--- src/rtl/mrw_pkg.sv ---
`timescale 1ns/1ps
package mrw_pkg;
  localparam logic [31:0] ROM_MUL = 32'h0000_9E37;
  localparam logic [31:0] ROM_ADD = 32'h0000_1234;

  // fixed memory image: one word per address
  function automatic logic [31:0] rom_word(input logic [31:0] addr);
    return addr * ROM_MUL + ROM_ADD;
  endfunction
endpackage

--- src/rtl/mrw_credit.sv ---
`timescale 1ns/1ps
module mrw_credit #(
  parameter int DEPTH = 5,
  localparam int CW = $clog2(DEPTH + 1)
) (
  input  logic          clk_i,
  input  logic          rst_ni,
  input  logic          take_i,
  input  logic          give_i,
  output logic          ready_o,
  output logic [CW-1:0] cnt_o
);
  logic [CW-1:0] cnt_q;

  always_ff @(posedge clk_i or negedge rst_ni) begin
    if (!rst_ni) begin
      cnt_q <= '0;
    end else begin
      unique case ({take_i, give_i})
        2'b10:   cnt_q <= cnt_q + CW'(1);
        2'b01:   cnt_q <= cnt_q - CW'(1);
        default: cnt_q <= cnt_q;  // both or neither: net zero
      endcase
    end
  end

  assign ready_o = (cnt_q < CW'(DEPTH));
  assign cnt_o   = cnt_q;

  AST_CNT_RANGE: assert property (@(posedge clk_i) disable iff (!rst_ni)
    cnt_q <= CW'(DEPTH));
  AST_NO_GIVE_EMPTY: assert property (@(posedge clk_i) disable iff (!rst_ni)
    give_i |-> cnt_q != '0);
endmodule

--- src/rtl/mrw_lat_pipe.sv ---
`timescale 1ns/1ps
module mrw_lat_pipe #(
  parameter int ADDR_W = 8,
  parameter int DATA_W = 16,
  parameter int LAT    = 3,
  localparam int WORDS = 2 ** ADDR_W
) (
  input  logic              clk_i,
  input  logic              rst_ni,
  input  logic              req_i,
  input  logic [ADDR_W-1:0] addr_i,
  output logic              vld_o,
  output logic [DATA_W-1:0] data_o,
  output logic [LAT-1:0]    vld_vec_o
);
  logic [DATA_W-1:0] mem [WORDS];
  logic [DATA_W-1:0] dat_q [LAT];
  logic [LAT-1:0]    vld_q;

  for (genvar i = 0; i < WORDS; i++) begin : g_rom
    assign mem[i] = DATA_W'(mrw_pkg::rom_word(32'(i)));
  end

  always_ff @(posedge clk_i or negedge rst_ni) begin
    if (!rst_ni) begin
      vld_q[0] <= 1'b0;
      dat_q[0] <= '0;
    end else begin
      vld_q[0] <= req_i;
      if (req_i) dat_q[0] <= mem[addr_i];
    end
  end

  for (genvar k = 1; k < LAT; k++) begin : g_stage
    always_ff @(posedge clk_i or negedge rst_ni) begin
      if (!rst_ni) begin
        vld_q[k] <= 1'b0;
        dat_q[k] <= '0;
      end else begin
        vld_q[k] <= vld_q[k-1];
        dat_q[k] <= dat_q[k-1];
      end
    end
  end

  assign vld_o     = vld_q[LAT-1];
  assign data_o    = dat_q[LAT-1];
  assign vld_vec_o = vld_q;
endmodule

--- src/rtl/mrw_resp_fifo.sv ---
`timescale 1ns/1ps
module mrw_resp_fifo #(
  parameter int DATA_W = 16,
  parameter int DEPTH  = 5,
  localparam int PW = (DEPTH > 1) ? $clog2(DEPTH) : 1,
  localparam int CW = $clog2(DEPTH + 1)
) (
  input  logic              clk_i,
  input  logic              rst_ni,
  input  logic              wr_i,
  input  logic [DATA_W-1:0] wr_data_i,
  input  logic              rd_i,
  output logic              valid_o,
  output logic [DATA_W-1:0] data_o,
  output logic [CW-1:0]     cnt_o
);
  logic [DATA_W-1:0] buf_q [DEPTH];
  logic [PW-1:0]     wr_ptr_q, rd_ptr_q;
  logic [CW-1:0]     cnt_q;
  logic              full;

  assign full = (cnt_q == CW'(DEPTH));

  always_ff @(posedge clk_i or negedge rst_ni) begin
    if (!rst_ni) begin
      wr_ptr_q <= '0;
      rd_ptr_q <= '0;
      cnt_q    <= '0;
    end else begin
      if (wr_i) wr_ptr_q <= (wr_ptr_q == PW'(DEPTH - 1)) ? '0 : wr_ptr_q + PW'(1);
      if (rd_i) rd_ptr_q <= (rd_ptr_q == PW'(DEPTH - 1)) ? '0 : rd_ptr_q + PW'(1);
      unique case ({wr_i, rd_i})
        2'b10:   cnt_q <= cnt_q + CW'(1);
        2'b01:   cnt_q <= cnt_q - CW'(1);
        default: cnt_q <= cnt_q;
      endcase
    end
  end

  always_ff @(posedge clk_i) begin
    if (wr_i) buf_q[wr_ptr_q] <= wr_data_i;
  end

  assign valid_o = (cnt_q != '0);
  assign data_o  = buf_q[rd_ptr_q];
  assign cnt_o   = cnt_q;

  AST_NO_OVERFLOW: assert property (@(posedge clk_i) disable iff (!rst_ni)
    wr_i |-> !full);
  AST_HEAD_STABLE: assert property (@(posedge clk_i) disable iff (!rst_ni)
    valid_o && !rd_i |=> valid_o && $stable(data_o));
endmodule

--- src/rtl/mrw_top.sv ---
`timescale 1ns/1ps
module mrw_top #(
  parameter int ADDR_W = 8,
  parameter int DATA_W = 16,
  parameter int LAT    = 3,
  parameter int DEPTH  = 5
) (
  input  logic              clk_i,
  input  logic              rst_ni,
  input  logic              req_valid_i,
  input  logic [ADDR_W-1:0] req_addr_i,
  output logic              req_ready_o,
  output logic              resp_valid_o,
  output logic [DATA_W-1:0] resp_data_o,
  input  logic              resp_deq_i
);
  localparam int CW = $clog2(DEPTH + 1);

  logic              accept, deq;
  logic [CW-1:0]     credit_cnt, fifo_cnt;
  logic              pipe_vld;
  logic [DATA_W-1:0] pipe_data;
  logic [LAT-1:0]    pipe_vec;

  assign accept = req_valid_i & req_ready_o;
  assign deq    = resp_deq_i & resp_valid_o;

  mrw_credit #(.DEPTH(DEPTH)) u_credit (
    .clk_i   (clk_i),
    .rst_ni  (rst_ni),
    .take_i  (accept),
    .give_i  (deq),
    .ready_o (req_ready_o),
    .cnt_o   (credit_cnt)
  );

  mrw_lat_pipe #(.ADDR_W(ADDR_W), .DATA_W(DATA_W), .LAT(LAT)) u_pipe (
    .clk_i     (clk_i),
    .rst_ni    (rst_ni),
    .req_i     (accept),
    .addr_i    (req_addr_i),
    .vld_o     (pipe_vld),
    .data_o    (pipe_data),
    .vld_vec_o (pipe_vec)
  );

  mrw_resp_fifo #(.DATA_W(DATA_W), .DEPTH(DEPTH)) u_fifo (
    .clk_i     (clk_i),
    .rst_ni    (rst_ni),
    .wr_i      (pipe_vld),
    .wr_data_i (pipe_data),
    .rd_i      (deq),
    .valid_o   (resp_valid_o),
    .data_o    (resp_data_o),
    .cnt_o     (fifo_cnt)
  );

  // credits must equal words in flight plus words buffered
  AST_CREDIT_MATCH: assert property (@(posedge clk_i) disable iff (!rst_ni)
    32'(credit_cnt) == 32'(fifo_cnt) + $countones(pipe_vec));
  AST_VALID_NEEDS_CREDIT: assert property (@(posedge clk_i) disable iff (!rst_ni)
    resp_valid_o |-> !req_ready_o || (credit_cnt != '0));
endmodule

--- config.mk ---
export PLATFORM = sky130hd
export DESIGN_NAME = mrw_top
export DESIGN_NICKNAME = d
export VERILOG_FILES = /design/src/rtl/mrw_pkg.sv /design/src/rtl/mrw_credit.sv /design/src/rtl/mrw_lat_pipe.sv /design/src/rtl/mrw_resp_fifo.sv /design/src/rtl/mrw_top.sv
export SDC_FILE = /design/constraint.sdc
export NUM_CORES = 1
export LEC_CHECK = 0
export ABC_AREA = 0
export CAP_MARGIN = 20
export CORE_MARGIN = 10
export CORE_UTILIZATION = 61
export CTS_CLUSTER_SIZE = 20
export DETAILED_ROUTE_END_ITERATION = 8
export PLACE_DENSITY_LB_ADDON = 0.08
export SLEW_MARGIN = 10
export SYNTH_ARGS = -nofsm -noshare
export SYNTH_HDL_FRONTEND = slang
export SYNTH_HIERARCHICAL = 1
export SYNTH_SLANG_ARGS = --single-unit
--- constraint.sdc ---
create_clock -name clk_i -period 2.53 [get_ports clk_i]
set_clock_uncertainty 0.2 [all_clocks]
set_input_delay 0.3795 -clock clk_i [delete_from_list [all_inputs] [get_ports clk_i]]
set_output_delay 0.3795 -clock clk_i [all_outputs]
set_load 0.005 [all_outputs]
# Yosys cells after proc, flatten, opt, wreduce, memory -nomap -nowiden
# Memories as Yosys holds them, arrays and structs flattened. A register that Yosys moved wholly into a read port is not among the register bits.
# Cells that the tools add are included.
word_totals:
  elab_cells: 37
  n_memories: 2
  mem_bits_ro: 4096
  reg_bits: 47
  inputBits: 12
  mem_bits_rw: 80
mem_list:
  columns: ["name", "words", "word_bits", "rd", "rd_ports_with_merged_regs", "write_ports", "line_no", "source"]
  rows:
  - ["(name not given)", 256, 16, 1, 1, 0, "mrw_lat_pipe.sv:30", "if (req_i) dat_q[0] <= mem[addr_i];"]
  - ["u_fifo.buf_q", 5, 16, 1, 0, 1, "mrw_resp_fifo.sv:17", "logic [DATA_W-1:0] buf_q [DEPTH];"]
classes:
  mux: 6
  n_lt_le_gt_ge: 1
  add_sub_neg: 6
  n_reduce_logical: 4
  eq_ne: 6
  bitwise_logic: 3
op_table:
  columns: ["op", "n"]
  rows:
  - ["$add A3 B1 Y3 const B", 4]
  - ["$pmux W3 S2", 2]
  - ["$not A8 Y9", 1]
  - ["$eq A3 B3 Y1 const B", 2]
  - ["$mux W3", 2]
  - ["$sub A3 B1 Y3 const B", 2]
  - ["$eq A2 B1 Y1 const B", 2]
  - ["$eq A2 B2 Y1 const B", 2]
  - ["$reduce_bool A2 Y1", 2]
  - ["$lt A3 B3 Y1 const B", 1]
  - ["$reduce_bool A3 Y1", 1]
  - ["$and A1 B1 Y1", 2]
  - ["$mux W1", 2]
  - ["$logic_not A1 Y1", 1]

# Depth between registers and ports, before layout
logic_depth:
  word_depth: 4
  depth_mapped: 11

# Cells and area by module
# Netlist, hierarchy kept.
by_module_without_submodules:
  columns: ["mod", "instances", "seq_area_each_um2", "area_each_um2", "cells_each"]
  rows:
  - ["mrw_lat_pipe", 1, 1276.2, 5193.7, 677]
  - ["mrw_resp_fifo", 1, 2627.5, 3679.8, 226]
  - ["mrw_credit", 1, 75.1, 157.7, 12]
  - ["mrw_top", 1, 0.0, 12.5, 2]

# Worst setup path before layout
# OpenSTA, ideal clock, no wires.
synth_path:
  path_type: "input to register"
  start: "input port req_addr_i[1]"
  end: "register u_pipe/dat_q[38] (netlist name)"
  path_slack_ns: -0.121
  path_stages: 10
  n_path_buf: 2
  setup_time_ns: 0.134
  t_arrival_ns: 2.317
  required_time_ns: 2.196
  path_cell_list: "buf_2 > clkinv_1 > ha_1 > clkbuf_1 > nand2_1 > o21ai_1 > nand2_1 > and3_1 > a2111oi_0 > nor3_1"
synth_between:
  elab_chain_len: 1
synth_lines:
  columns: ["element", "line_no", "source"]
  rows:
  - ["from (decl)", "mrw_top.sv:11", "input logic [ADDR_W-1:0] req_addr_i,"]
  - ["$not A8 Y9 (implied by the code)", "mrw_lat_pipe.sv:30", null]
  - ["to (decl)", "mrw_lat_pipe.sv:17", "logic [DATA_W-1:0] dat_q [LAT];"]
# No other way between the ends.
# A chain may end at the register's enable or synchronous reset.

# Worst setup path after layout
layout_path:
  start: "register u_fifo.cnt_q[0] (netlist: u_fifo/cnt_o[0])"
  end: "register u_credit.cnt_q[2] (netlist: u_credit/cnt_o[2])"
layout_between:
  elab_chain_len: 4
  word_cells_on_any_way: 6
  cone_classes: "eq/ne (2); mux (1); bitwise (1); reduce/logical (2)"
layout_lines:
  columns: ["element", "line_no", "source"]
  rows:
  - ["from (decl)", "mrw_resp_fifo.sv:19", "logic [CW-1:0] cnt_q;"]
  - ["from (signal assigned)", "mrw_resp_fifo.sv:33", "2'b10: cnt_q <= cnt_q + CW'(1);"]
  - ["from (signal assigned)", "mrw_resp_fifo.sv:34", "2'b01: cnt_q <= cnt_q - CW'(1);"]
  - ["from (signal assigned)", "mrw_resp_fifo.sv:35", "default: cnt_q <= cnt_q;"]
  - ["$reduce_bool A3 Y1 *", "mrw_resp_fifo.sv:44", "assign valid_o = (cnt_q != '0);"]
  - ["$and A1 B1 Y1 *", "mrw_top.sv:26", "assign deq = resp_deq_i & resp_valid_o;"]
  - ["net deq", "mrw_top.sv:19", "logic accept, deq;"]
  - ["$eq A2 B1 Y1 or $eq A2 B2 Y1 (tied branches)", "mrw_credit.sv:19", "unique case ({take_i, give_i})"]
  - ["$pmux W3 S2 or $reduce_bool A2 Y1 (tied branches)", null, null]
  - ["to (signal assigned)", "mrw_credit.sv:20", "2'b10: cnt_q <= cnt_q + CW'(1);"]
  - ["to (signal assigned)", "mrw_credit.sv:21", "2'b01: cnt_q <= cnt_q - CW'(1);"]
  - ["to (signal assigned)", "mrw_credit.sv:22", "default: cnt_q <= cnt_q;"]
  - ["to (decl)", "mrw_credit.sv:13", "logic [CW-1:0] cnt_q;"]
# Mark *: on every way through the listed nets, which the timed path passes. The rest lies on a longest branch.

==> flow_summary.yaml <==
sta:
  worstMarginPinSlew_ns: 0.541
  rsz0062_at_grt: "false"
  clock.fmax_mhz: 400
  fin_crit_ns: 2.50
  hold_ws_ns: 0.144
  setup_viol: 0
  slew_headroom: 0.638
  finalMaxSlewViolations: 0
  final_hold_viol_count: 0
  period_share: 0.988
run_status:
  status: "finished clean"
global_route:
  grt_first_pass_wirelength_mm: 48.4
  grt_usage: 0.308
  overflow: 0
  grt_pass1_vias: 8134
  antenna_found_initial: 1
  grt_start_max_net_pins: 64
detailed_routing:
  dr_wl_met3_mm: 2.89
  drt_wl_total_mm: 31.2
  drtPass1Iterations: 5
  routed-via-count: 8447
  first_iter_violations: 1202
  top_layer: "met5"
  met2_length_mm: 14.7
  routedWlPerCell_um: 25.5
  met1_length_mm: 12.2
  viasPerCell: 6.90
  ant_nets: 0
  drc_errors: 0
critical_path:
  timing.rr.start: "u_fifo/cnt_o[0]"
  critPathKind: "reg -> reg"
  crit_required_ns: 2.64
  timing.rr.end: "u_credit/cnt_o[2]"
  worstRegToRegCells: 7
  end_kind: "flip-flop"
  critPathLaunch: "u_fifo/cnt_o[0]"
  path_max_fanout: 3
  r2r_setup_slack_ns: 0.03
  cp_data_arrival_time_ns: 2.61
  critPathLaunchType: "flip-flop"
yosys:
  yosys_warnings: 6
  synth_area_um2: 9040
  synth_nets: 949
  avgSynthCellArea_um2: 9.86
  syn_inst: 916
min_path:
  hold_path_class: "reg -> reg"
  holdPathEnd: "u_pipe/vld_vec_o[1]"
  min_path_cells: 0
  worstHoldStart: "u_pipe/vld_vec_o[0]"
clocking:
  clkSinkCount: 143
  root_buffer: "clkbuf_16"
  clk_pin_slew_ns: 0.07
  tritoncts: "yes"
  clkLatencyLatePin_ns: 0.43
  ctsLongestPathBuffers: 2
  cts-buffers-inserted: 17
  htree_levels: 4
place:
  io_buffers: 29
  dpl.hpwl_mm: 20.1
  place.gp.congestion: 1.05
layout:
  drive_above_1_share: 0.262
  n_antenna_cell: 0
  fin_nets: 1060
  area_delta_synth_final_pct: 21.9
floorplanning:
  core_um2: 14500
  die_h_um: 142
  num_rows: 44
  io_pins: 30
  die_w_um: 142
  die_area_um2: 20100
  initial_utilization: 0.622
power:
  vdd_ir_drop_max_v: 0.000524
  power.leakage_nw: 4.40
  finalPower_mw: 10.1
  pwr_density_cell_nw_per_um2: 919
flow_run:
  cap_violations: 0
repair_timing:
item                                   CTS  global route
hold buffers                             1             0
pin swaps                                0             4
endpoints found under the hold margin   63             0
setup endpoints to repair               19            15
resized for setup                       26            27
cloned                                   0             0
setup buffers                            3             0
report_power, final:
| group | switching [mW] | internal, mW |
|---|---|---|
| logic | 2.05 | 1.55 |
| registers | 0.540 | 3.40 |
| clock network | 1.10 | 1.49 |
cell usage in the layout (no fill, tap or decap), types with 5 or more instances in the layout:
master / instances
a211oi_1: 22
nor2_1: 56
a221oi_1: 6
nand2_1: 70
a31oi_1: 16
inv_6: 5
nor2b_1: 28
xnor2_1: 7
a211o_1: 5
or3_1: 5
nand2b_1: 20
buf_4: 153
o211ai_1: 23
and3_1: 8
ha_1: 14
o311ai_1: 5
nor3_1: 13
a21o_1: 6
a21oi_1: 41
a211oi_2: 11
dlygate4sd2_1: 16
o21ai_0: 55
clkbuf_16: 17
edfxtp_1: 80
a311o_1: 5
mux2i_1: 24
and2_1: 7
o311ai_0: 6
o2111ai_1: 8
o21ai_1: 6
xor2_1: 5
inv_1: 37
dfrtp_1: 62
clkdlybuf4s50_1: 6
a311oi_1: 6
nand3_1: 33
a221oi_2: 13
buf_12: 11
critical path, cell delays in order (launching register included):
cell and delay, ns:
dfrtp_1 0.42, or3_1 0.41, and2_1 0.22, ha_1 0.26, fa_1 0.42, xnor2_1 0.22
nor2_1 0.09, xor2_1 0.15
layer usage:
| layer | global-route usage | vias up |
|---|---|---|
| met5 | 0 | - |
| met1 | 0.403 | 4087 |
| li1 | - | 3621 |
| met4 | 0.146 | 2 |
| met2 | 0.485 | 623 |
| met3 | 0.0567 | 114 |
through the flow:
stage / area, um^2 / utilization / setup TNS [ns] / worst slack [ns] / instances
finish: 11000 / 0.758 / 0 / 0.0298 / 1224
detailed placement: 10300 / 0.707 / -4.65 / -0.453 / 1188
global route: 11000 / 0.758 / 0 / 0.00298 / 1224
CTS: 10900 / 0.752 / 0 / 0.00351 / 1224
global placement: 10300 / 0.707 / -4.19 / -0.458 / 1188
floorplan: 9050 / - / 0 / 0.0258 / 916
worst max-delay path by stage:
| stage | end | slack [ns] |
|---|---|---|
| after global routing | resp_data_o[1] | 0.003 |
| after detailed placement | u_pipe/dat_q[42] | -0.45 |
| after CTS | u_pipe/dat_q[41] | 0.004 |
| after global placement | u_pipe/dat_q[46] | -0.46 |
| after floorplan | u_pipe/dat_q[42] | 0.03 |
| final | u_credit/cnt_o[2] | 0.03 |
final cells by class:
cell class / instances / area (um^2)
clock buffer: 17 / 425
clock inverter: 15 / 174
fill: 945 / 3520
inverter: 43 / 165
multi-input combinational: 627 / 4390
sequential: 143 / 3980
tap: 184 / 230
timing repair buffer: 195 / 1650
sequential cells by signal, indices dropped and copies added (netlist names):
register	cells
u_fifo/wr_ptr_q	3
u_fifo/buf_q	80
u_pipe/dat_q	32
u_fifo/cnt_o	3
u_pipe/vld_o	1
u_fifo/rd_ptr_q	3
u_credit/cnt_o	3
u_pipe/data_o	16
u_pipe/vld_vec_o	2
Note: power is estimated with default switching activity, not from simulation.
